`src/rtl/slp_pkg.sv`:
```
package slp_pkg;
  typedef enum logic [1:0] {
    ST_RUN   = 2'd0,
    ST_SLEEP = 2'd1,
    ST_STAB  = 2'd2,
    ST_DONE  = 2'd3
  } slp_state_e;
endpackage

```
`src/rtl/slp_ctrl_reg.sv`:
```
module slp_ctrl_reg (
  input  logic clk,
  input  logic rst_n,
  input  logic we,
  input  logic sel_d,
  input  logic pd_d,
  input  logic wr_open,
  input  logic clr,
  output logic sel_q,
  output logic pd_q
);
  logic wr_ok;
  assign wr_ok = we && wr_open;

  always_ff @(posedge clk) begin
    if (!rst_n) begin
      sel_q <= 1'b0;
      pd_q  <= 1'b0;
    end else begin
      if (clr)        sel_q <= 1'b0;
      else if (wr_ok) sel_q <= sel_d;
      if (wr_ok)      pd_q  <= pd_d;
    end
  end

  // automatic clear takes effect on the next cycle
  a_r10_clear_wins: assert property (@(posedge clk) disable iff (!rst_n)
    clr |=> !sel_q);
  // setting frozen while writes are closed
  a_r6_locked_pd: assert property (@(posedge clk) disable iff (!rst_n)
    !wr_open |=> $stable(pd_q));
  a_r6_locked_sel: assert property (@(posedge clk) disable iff (!rst_n)
    (!wr_open && !clr) |=> $stable(sel_q));
endmodule

```
`src/rtl/slp_gather.sv`:
```
module slp_gather #(
  parameter int NCORE = 2
) (
  input  logic [NCORE-1:0] core_in_rst,
  input  logic [NCORE-1:0] core_waiting,
  output logic             ready
);
  logic [NCORE-1:0] core_ok;
  logic [NCORE-1:0] core_live;

  for (genvar i = 0; i < NCORE; i++) begin : g_core
    assign core_live[i] = !core_in_rst[i];
    assign core_ok[i]   = core_in_rst[i] || core_waiting[i];
  end

  assign ready = (&core_ok) && (|core_live);
endmodule

```
`src/rtl/slp_fsm.sv`:
```
module slp_fsm
  import slp_pkg::*;
#(
  parameter int CNT_W = 8
) (
  input  logic             clk,
  input  logic             rst_n,
  input  logic             sel_q,
  input  logic             pd_q,
  input  logic             ready,
  input  logic             wake_req,
  input  logic [CNT_W-1:0] stab_n,
  output logic             sleep_active,
  output logic             pll_off,
  output logic             osc_off,
  output logic             wake_done,
  output logic             clr,
  output logic             wr_open
);
  localparam logic [CNT_W-1:0] CNT_ONE = CNT_W'(1);

  slp_state_e       st;
  logic [CNT_W-1:0] cnt;
  logic             osc_lat;
  logic             entry;
  logic             cancel;
  logic             leave;

  assign entry  = (st == ST_RUN) && sel_q && ready && !wake_req;
  assign cancel = (st == ST_RUN) && sel_q && wake_req;
  assign leave  = (st == ST_SLEEP) && wake_req;
  assign clr    = cancel || leave;

  always_ff @(posedge clk) begin
    if (!rst_n) begin
      st      <= ST_RUN;
      cnt     <= '0;
      osc_lat <= 1'b0;
    end else begin
      unique case (st)
        ST_RUN: begin
          if (entry) begin
            st      <= ST_SLEEP;
            osc_lat <= pd_q;
          end
        end
        ST_SLEEP: begin
          if (wake_req) begin
            if (osc_lat) begin
              st  <= ST_STAB;
              cnt <= (stab_n == '0) ? CNT_ONE : stab_n;
            end else begin
              st <= ST_DONE;
            end
          end
        end
        ST_STAB: begin
          if (cnt <= CNT_ONE) st <= ST_DONE;
          else                cnt <= cnt - CNT_ONE;
        end
        ST_DONE: begin
          st      <= ST_RUN;
          osc_lat <= 1'b0;
        end
        default: st <= ST_RUN;
      endcase
    end
  end

  assign sleep_active = (st == ST_SLEEP) || (st == ST_STAB);
  assign pll_off      = sleep_active;
  assign osc_off      = (st == ST_SLEEP) && osc_lat;
  assign wake_done    = (st == ST_DONE);
  assign wr_open      = (st == ST_RUN);

  // entry needs the armed bit and the gathered waits
  a_r3_entry_gated: assert property (@(posedge clk) disable iff (!rst_n)
    $rose(sleep_active) |-> ($past(sel_q) && $past(ready)));
  // wake request while running blocks entry
  a_r7_wake_cancels: assert property (@(posedge clk) disable iff (!rst_n)
    ((st == ST_RUN) && wake_req) |=> !sleep_active);
  // single-cycle completion pulse
  a_r11_done_pulse: assert property (@(posedge clk) disable iff (!rst_n)
    wake_done |=> (!wake_done && !sleep_active));
  // oscillator gating only if configured
  a_r5_osc_cfg: assert property (@(posedge clk) disable iff (!rst_n)
    osc_off |-> pd_q);
  // oscillator running during stabilization
  a_r9_stab_osc_on: assert property (@(posedge clk) disable iff (!rst_n)
    (st == ST_STAB) |-> (!osc_off && pll_off));
endmodule

```
`src/rtl/slp_seq_top.sv`:
```
module slp_seq_top #(
  parameter int NCORE = 2,
  parameter int CNT_W = 8
) (
  input  logic             clk,
  input  logic             rst_n,
  input  logic             cfg_we,
  input  logic             cfg_sleep_d,
  input  logic             cfg_osc_pd_d,
  input  logic [CNT_W-1:0] stab_cycles,
  input  logic [NCORE-1:0] core_in_rst,
  input  logic [NCORE-1:0] core_waiting,
  input  logic             wake_req,
  output logic             sleep_sel,
  output logic             sleep_active,
  output logic             pll_off,
  output logic             osc_off,
  output logic             wake_done
);
  logic pd_q;
  logic ready;
  logic clr;
  logic wr_open;

  slp_ctrl_reg u_reg (
    .clk     (clk),
    .rst_n   (rst_n),
    .we      (cfg_we),
    .sel_d   (cfg_sleep_d),
    .pd_d    (cfg_osc_pd_d),
    .wr_open (wr_open),
    .clr     (clr),
    .sel_q   (sleep_sel),
    .pd_q    (pd_q)
  );

  slp_gather #(.NCORE(NCORE)) u_gather (
    .core_in_rst  (core_in_rst),
    .core_waiting (core_waiting),
    .ready        (ready)
  );

  slp_fsm #(.CNT_W(CNT_W)) u_fsm (
    .clk          (clk),
    .rst_n        (rst_n),
    .sel_q        (sleep_sel),
    .pd_q         (pd_q),
    .ready        (ready),
    .wake_req     (wake_req),
    .stab_n       (stab_cycles),
    .sleep_active (sleep_active),
    .pll_off      (pll_off),
    .osc_off      (osc_off),
    .wake_done    (wake_done),
    .clr          (clr),
    .wr_open      (wr_open)
  );

  // no entry when all cores were held in reset
  a_r4_all_rst_blocks: assert property (@(posedge clk) disable iff (!rst_n)
    $rose(sleep_active) |-> !$past(&core_in_rst));
endmodule

```
`config.mk`:
```
export PLATFORM = sky130hd
export DESIGN_NAME = slp_seq_top
export DESIGN_NICKNAME = d
export VERILOG_FILES = /design/src/rtl/slp_pkg.sv /design/src/rtl/slp_ctrl_reg.sv /design/src/rtl/slp_gather.sv /design/src/rtl/slp_fsm.sv /design/src/rtl/slp_seq_top.sv
export SDC_FILE = /design/constraint.sdc
export NUM_CORES = 1
export LEC_CHECK = 0
export BUFFER_PORTS_ARGS = -buffer_cell sky130_fd_sc_hd__buf_2
export CORE_ASPECT_RATIO = 0.75
export CORE_UTILIZATION = 45
export CTS_CLUSTER_SIZE = 10
export DETAILED_ROUTE_END_ITERATION = 10
export PLACE_DENSITY = 0.74
export SYNTH_ARGS = -nofsm -noshare
export SYNTH_HDL_FRONTEND = slang
export SYNTH_SLANG_ARGS = --single-unit
export TNS_END_PERCENT = 5
```
`constraint.sdc`:
```
create_clock -name clk -period 2.8 [get_ports clk]
set_clock_uncertainty 0.05 [all_clocks]
set_input_delay 0.56 -clock clk [delete_from_list [all_inputs] [get_ports clk]]
set_output_delay 0.56 -clock clk [all_outputs]
set_load 0.01 [all_outputs]
```
==> results by group <==
Finish
  • Area growth from synthesis to layout: 14.5%
  • Post-layout nets: around 170
  • ANT cells: 0
  • Fillers: about 210
  • Commonest non-fill, non-tap cell in the layout: buf_2
  • Most frequent cells in the layout: 22 x buf_2, 14 x nand2_1, 13 x nor2_1, 13 x dfxtp_1, 10 x a21oi_1
  • Layout cells sized above 1: a little under a quarter
  • Register Area: 260 sq um
  • Area occupied by multi-input gates: between 600 and 700 sq um

Setup path
  • Cells on worst reg2reg path: 5
  • R2R Path Start: u_fsm.cnt[3]
  • CP Class: reg -> reg
  • Setup crit end kind: flip-flop
  • Flop-to-flop setup slack: around 0.66 ns
  • Crit Path Max Fanout: 5
  • End of the worst register-to-register path: u_fsm.st[0]
  • Worst Path Required: just under 3 ns
  • Worst EP arrival: about 2.3 ns
  • Crit path from: u_fsm.cnt[3]
  • Critical Path End: u_fsm.st[0]
  • Crit path launch type: flip-flop

Yosys
  • #FFs+latches synth: 13
  • Synth Warn #: 0
  • Netlist cell types: 40
  • Syn Nets: about 150
  • Synth Area per Inst: 7.85 sq um
  • Post-Syn Area: 957 sq um
  • Synth Flop Type: dfxtp_1
  • Sequential cell area fraction in the yosys report: 27.2%
  • Ys async rst share: 0%
  • Post-synth EDFFs: 0
  • Syn Inst Count: between 100 and 150

Drt
  • WL/cell: 13.0 um
  • Met3 routed WL: 104 um
  • # DRC: 0
  • Via Count: about 940
  • Total wire length: approximately 2200 um
  • First-pass DRT Iterations: 4
  • Wl on met1: 1060 um
  • Routed Antenna Nets: 0
  • DR top layer: met4
  • Routed vias/inst: 5.63
  • Metal2 WL: 969 um
  • Drt initial violations: 16

Global route
  • Largest net degree at the start of global routing: 20
  • Initial antenna violation count: 0
  • GRT overflow: 0
  • Global-route wire length before repair: approximately 3700 um
  • Number of global-route vias before repair: around 840
  • Total track usage: 20.5%

Placement
  • Post-DP HPWL: roughly 1600 um
  • GPL Wtd Cong: 0.822
  • Input/output buffers: 22

Floorplan
  • Initial Util: 47.9%
  • Core Rows: 14
  • Die ar.: about 2300 sq um
  • Die height: ~42 um
  • Die Wd: 55.3 um
  • I/O Pins: 23
  • Core area: between 1500 and 2000 sq um

Timing
  • Worst-Margin Slew: ~0.62 ns
  • Period utilization: roughly three quarters
  • F_max: approximately 470 MHz
  • Setup_tns: 0 ns
  • Final Slew Violations: 0
  • Slew HR: 58.8%
  • Worst-case hold slack: around 0.43 ns
  • Final setup fails: 0
  • Crit path time final: 2.14 ns
  • Unrepaired setup endpoints after global routing: no
  • Endpoints failing hold: 0

Power and ir drop
  • Seq pwr share: around 29%
  • Pint: 537 uW
  • Static leakage: 0.000481 uW
  • Sw Ratio: between 40% and 50%
  • Clk pwr share: 12.5%
  • Comb power frac: between 50 and 60%
  • NetSw: 434 uW
  • Worst IR Drop VDD: 0.000484 V
  • PwrDens: slightly below 900 nW/um^2

Clock network
  • Clock Tree Buf Depth: 2
  • Clock slew at reported path FFs: 0.08 ns
  • Post-CTS Setup Inserts: 0
  • CTS Buf Count: 3
  • Clk_lat worst skew: about 0.28 ns
  • Root Driver: clkbuf_4
  • Post-cts sizing count: 0
  • Hold Buf Count CTS: 0
  • CTS tree: done
  • Clock sink count: 13
  • H-Tree Level Count: 1

Job
  • Max-Cap Viols: 0

Hold path
  • WHS Path Cells: 2
  • HP Class: reg -> reg

Run status
  • Outcome: complete, no violations
-- Yosys cell counts, drive strengths merged (2+ instances only) --
cell	instances	share of area [%]
a21oi	10	5.2
nor2	13	5.1
or4	2	2.0
nand2b	2	1.3
nor4	2	2.9
clkbuf	4	1.6
dfxtp	13	27
ha	7	9.1
and2	2	1.3
or3	2	1.4
nand4b	2	1.8
inv	9	3.5
nor2b	3	2.0
buf	2	1.3
o2bb2ai	4	3.7
nand3	5	2.6
nand2	14	5.5
o21ai	5	2.6
nor3	3	1.6
a21boi	2	1.6
-- worst max-delay path, cell delays in order (launching register included) --
cell	delay, ns
dfxtp_1	0.35
or4_4	0.56
nor4_4	0.27
o221ai_2	0.16
or4_1	0.48
and3_1	0.17
-- worst min path at each step --
stage,slack [ns],end,start
2_1_floorplan,0.39,u_fsm.cnt[6],u_fsm.cnt[6]
3_3_place_gp,0.41,u_fsm.cnt[5],u_fsm.cnt[5]
3_5_place_dp,0.42,u_fsm.cnt[5],u_fsm.cnt[5]
4_1_cts,0.43,u_fsm.cnt[5],u_fsm.cnt[5]
5_1_grt,0.45,u_fsm.cnt[5],u_fsm.cnt[5]
6_report,0.43,u_fsm.cnt[5],u_fsm.cnt[5]
-- final cells by class --
| cell class | count | area share, % |
|---|---|---|
| multi-input cells | 94 | 58.0 |
| flip-flops and latches | 13 | 23.7 |
| repair buffers | 22 | 10.0 |
| inverters | 9 | 3.08 |
| well taps | 24 | 2.74 |
| clock buffers | 4 | 2.40 |
-- power by group through the flow --
| stage | Clock [uW] | Sequential (uW) | Combinational [uW] |
|---|---|---|---|
| after floorplan | 0 | 276 | 465 |
| after global placement | 0 | 283 | 553 |
| after detailed placement | 0 | 286 | 567 |
| after CTS | 126 | 282 | 568 |
| after global routing | 134 | 289 | 648 |
| final | 122 | 282 | 568 |
-- through the flow --
step / power (uW) / utilization [%] / std cells / worst slack [ns] / instance area [sq um]
after global placement: 836 / 53.6 / 162 / 0.574 / 1070
after detailed placement: 853 / 53.6 / 162 / 0.508 / 1070
after floorplan: 741 / - / 122 / 0.733 / 957
final: 971 / 54.9 / 166 / 0.662 / 1100
after global routing: 1070 / 54.9 / 166 / 0.513 / 1100
after CTS: 977 / 54.9 / 166 / 0.645 / 1100
-- kinds of logic (layout without fill, tap and decap cells) --
group | Yosys count | in the layout | synth area share, %
simple gates | 53 | 53 | 29.5
fa+ha+maj | 7 | 7 | 9.15
buf+inv | 15 | 35 | 6.40
compound gates | 32 | 32 | 25.5
mux | 2 | 2 | 2.22
flops | 13 | 13 | 27.2
-- state kept, by name, summed over array words and instances, names as in the netlist --
register	cells
u_fsm.cnt	8
u_fsm.st	2
u_fsm.osc_lat	1
u_reg.pd_q	1
u_reg.sel_q	1
-- layer usage --
layer  global-route usage, %  up-vias
li1                        -      477
met1                    26.6      437
met2                    31.8       19
met3                    6.54        2
met5                       0        -
met4                    7.50        0
Power figures use the tool's default switching activity.
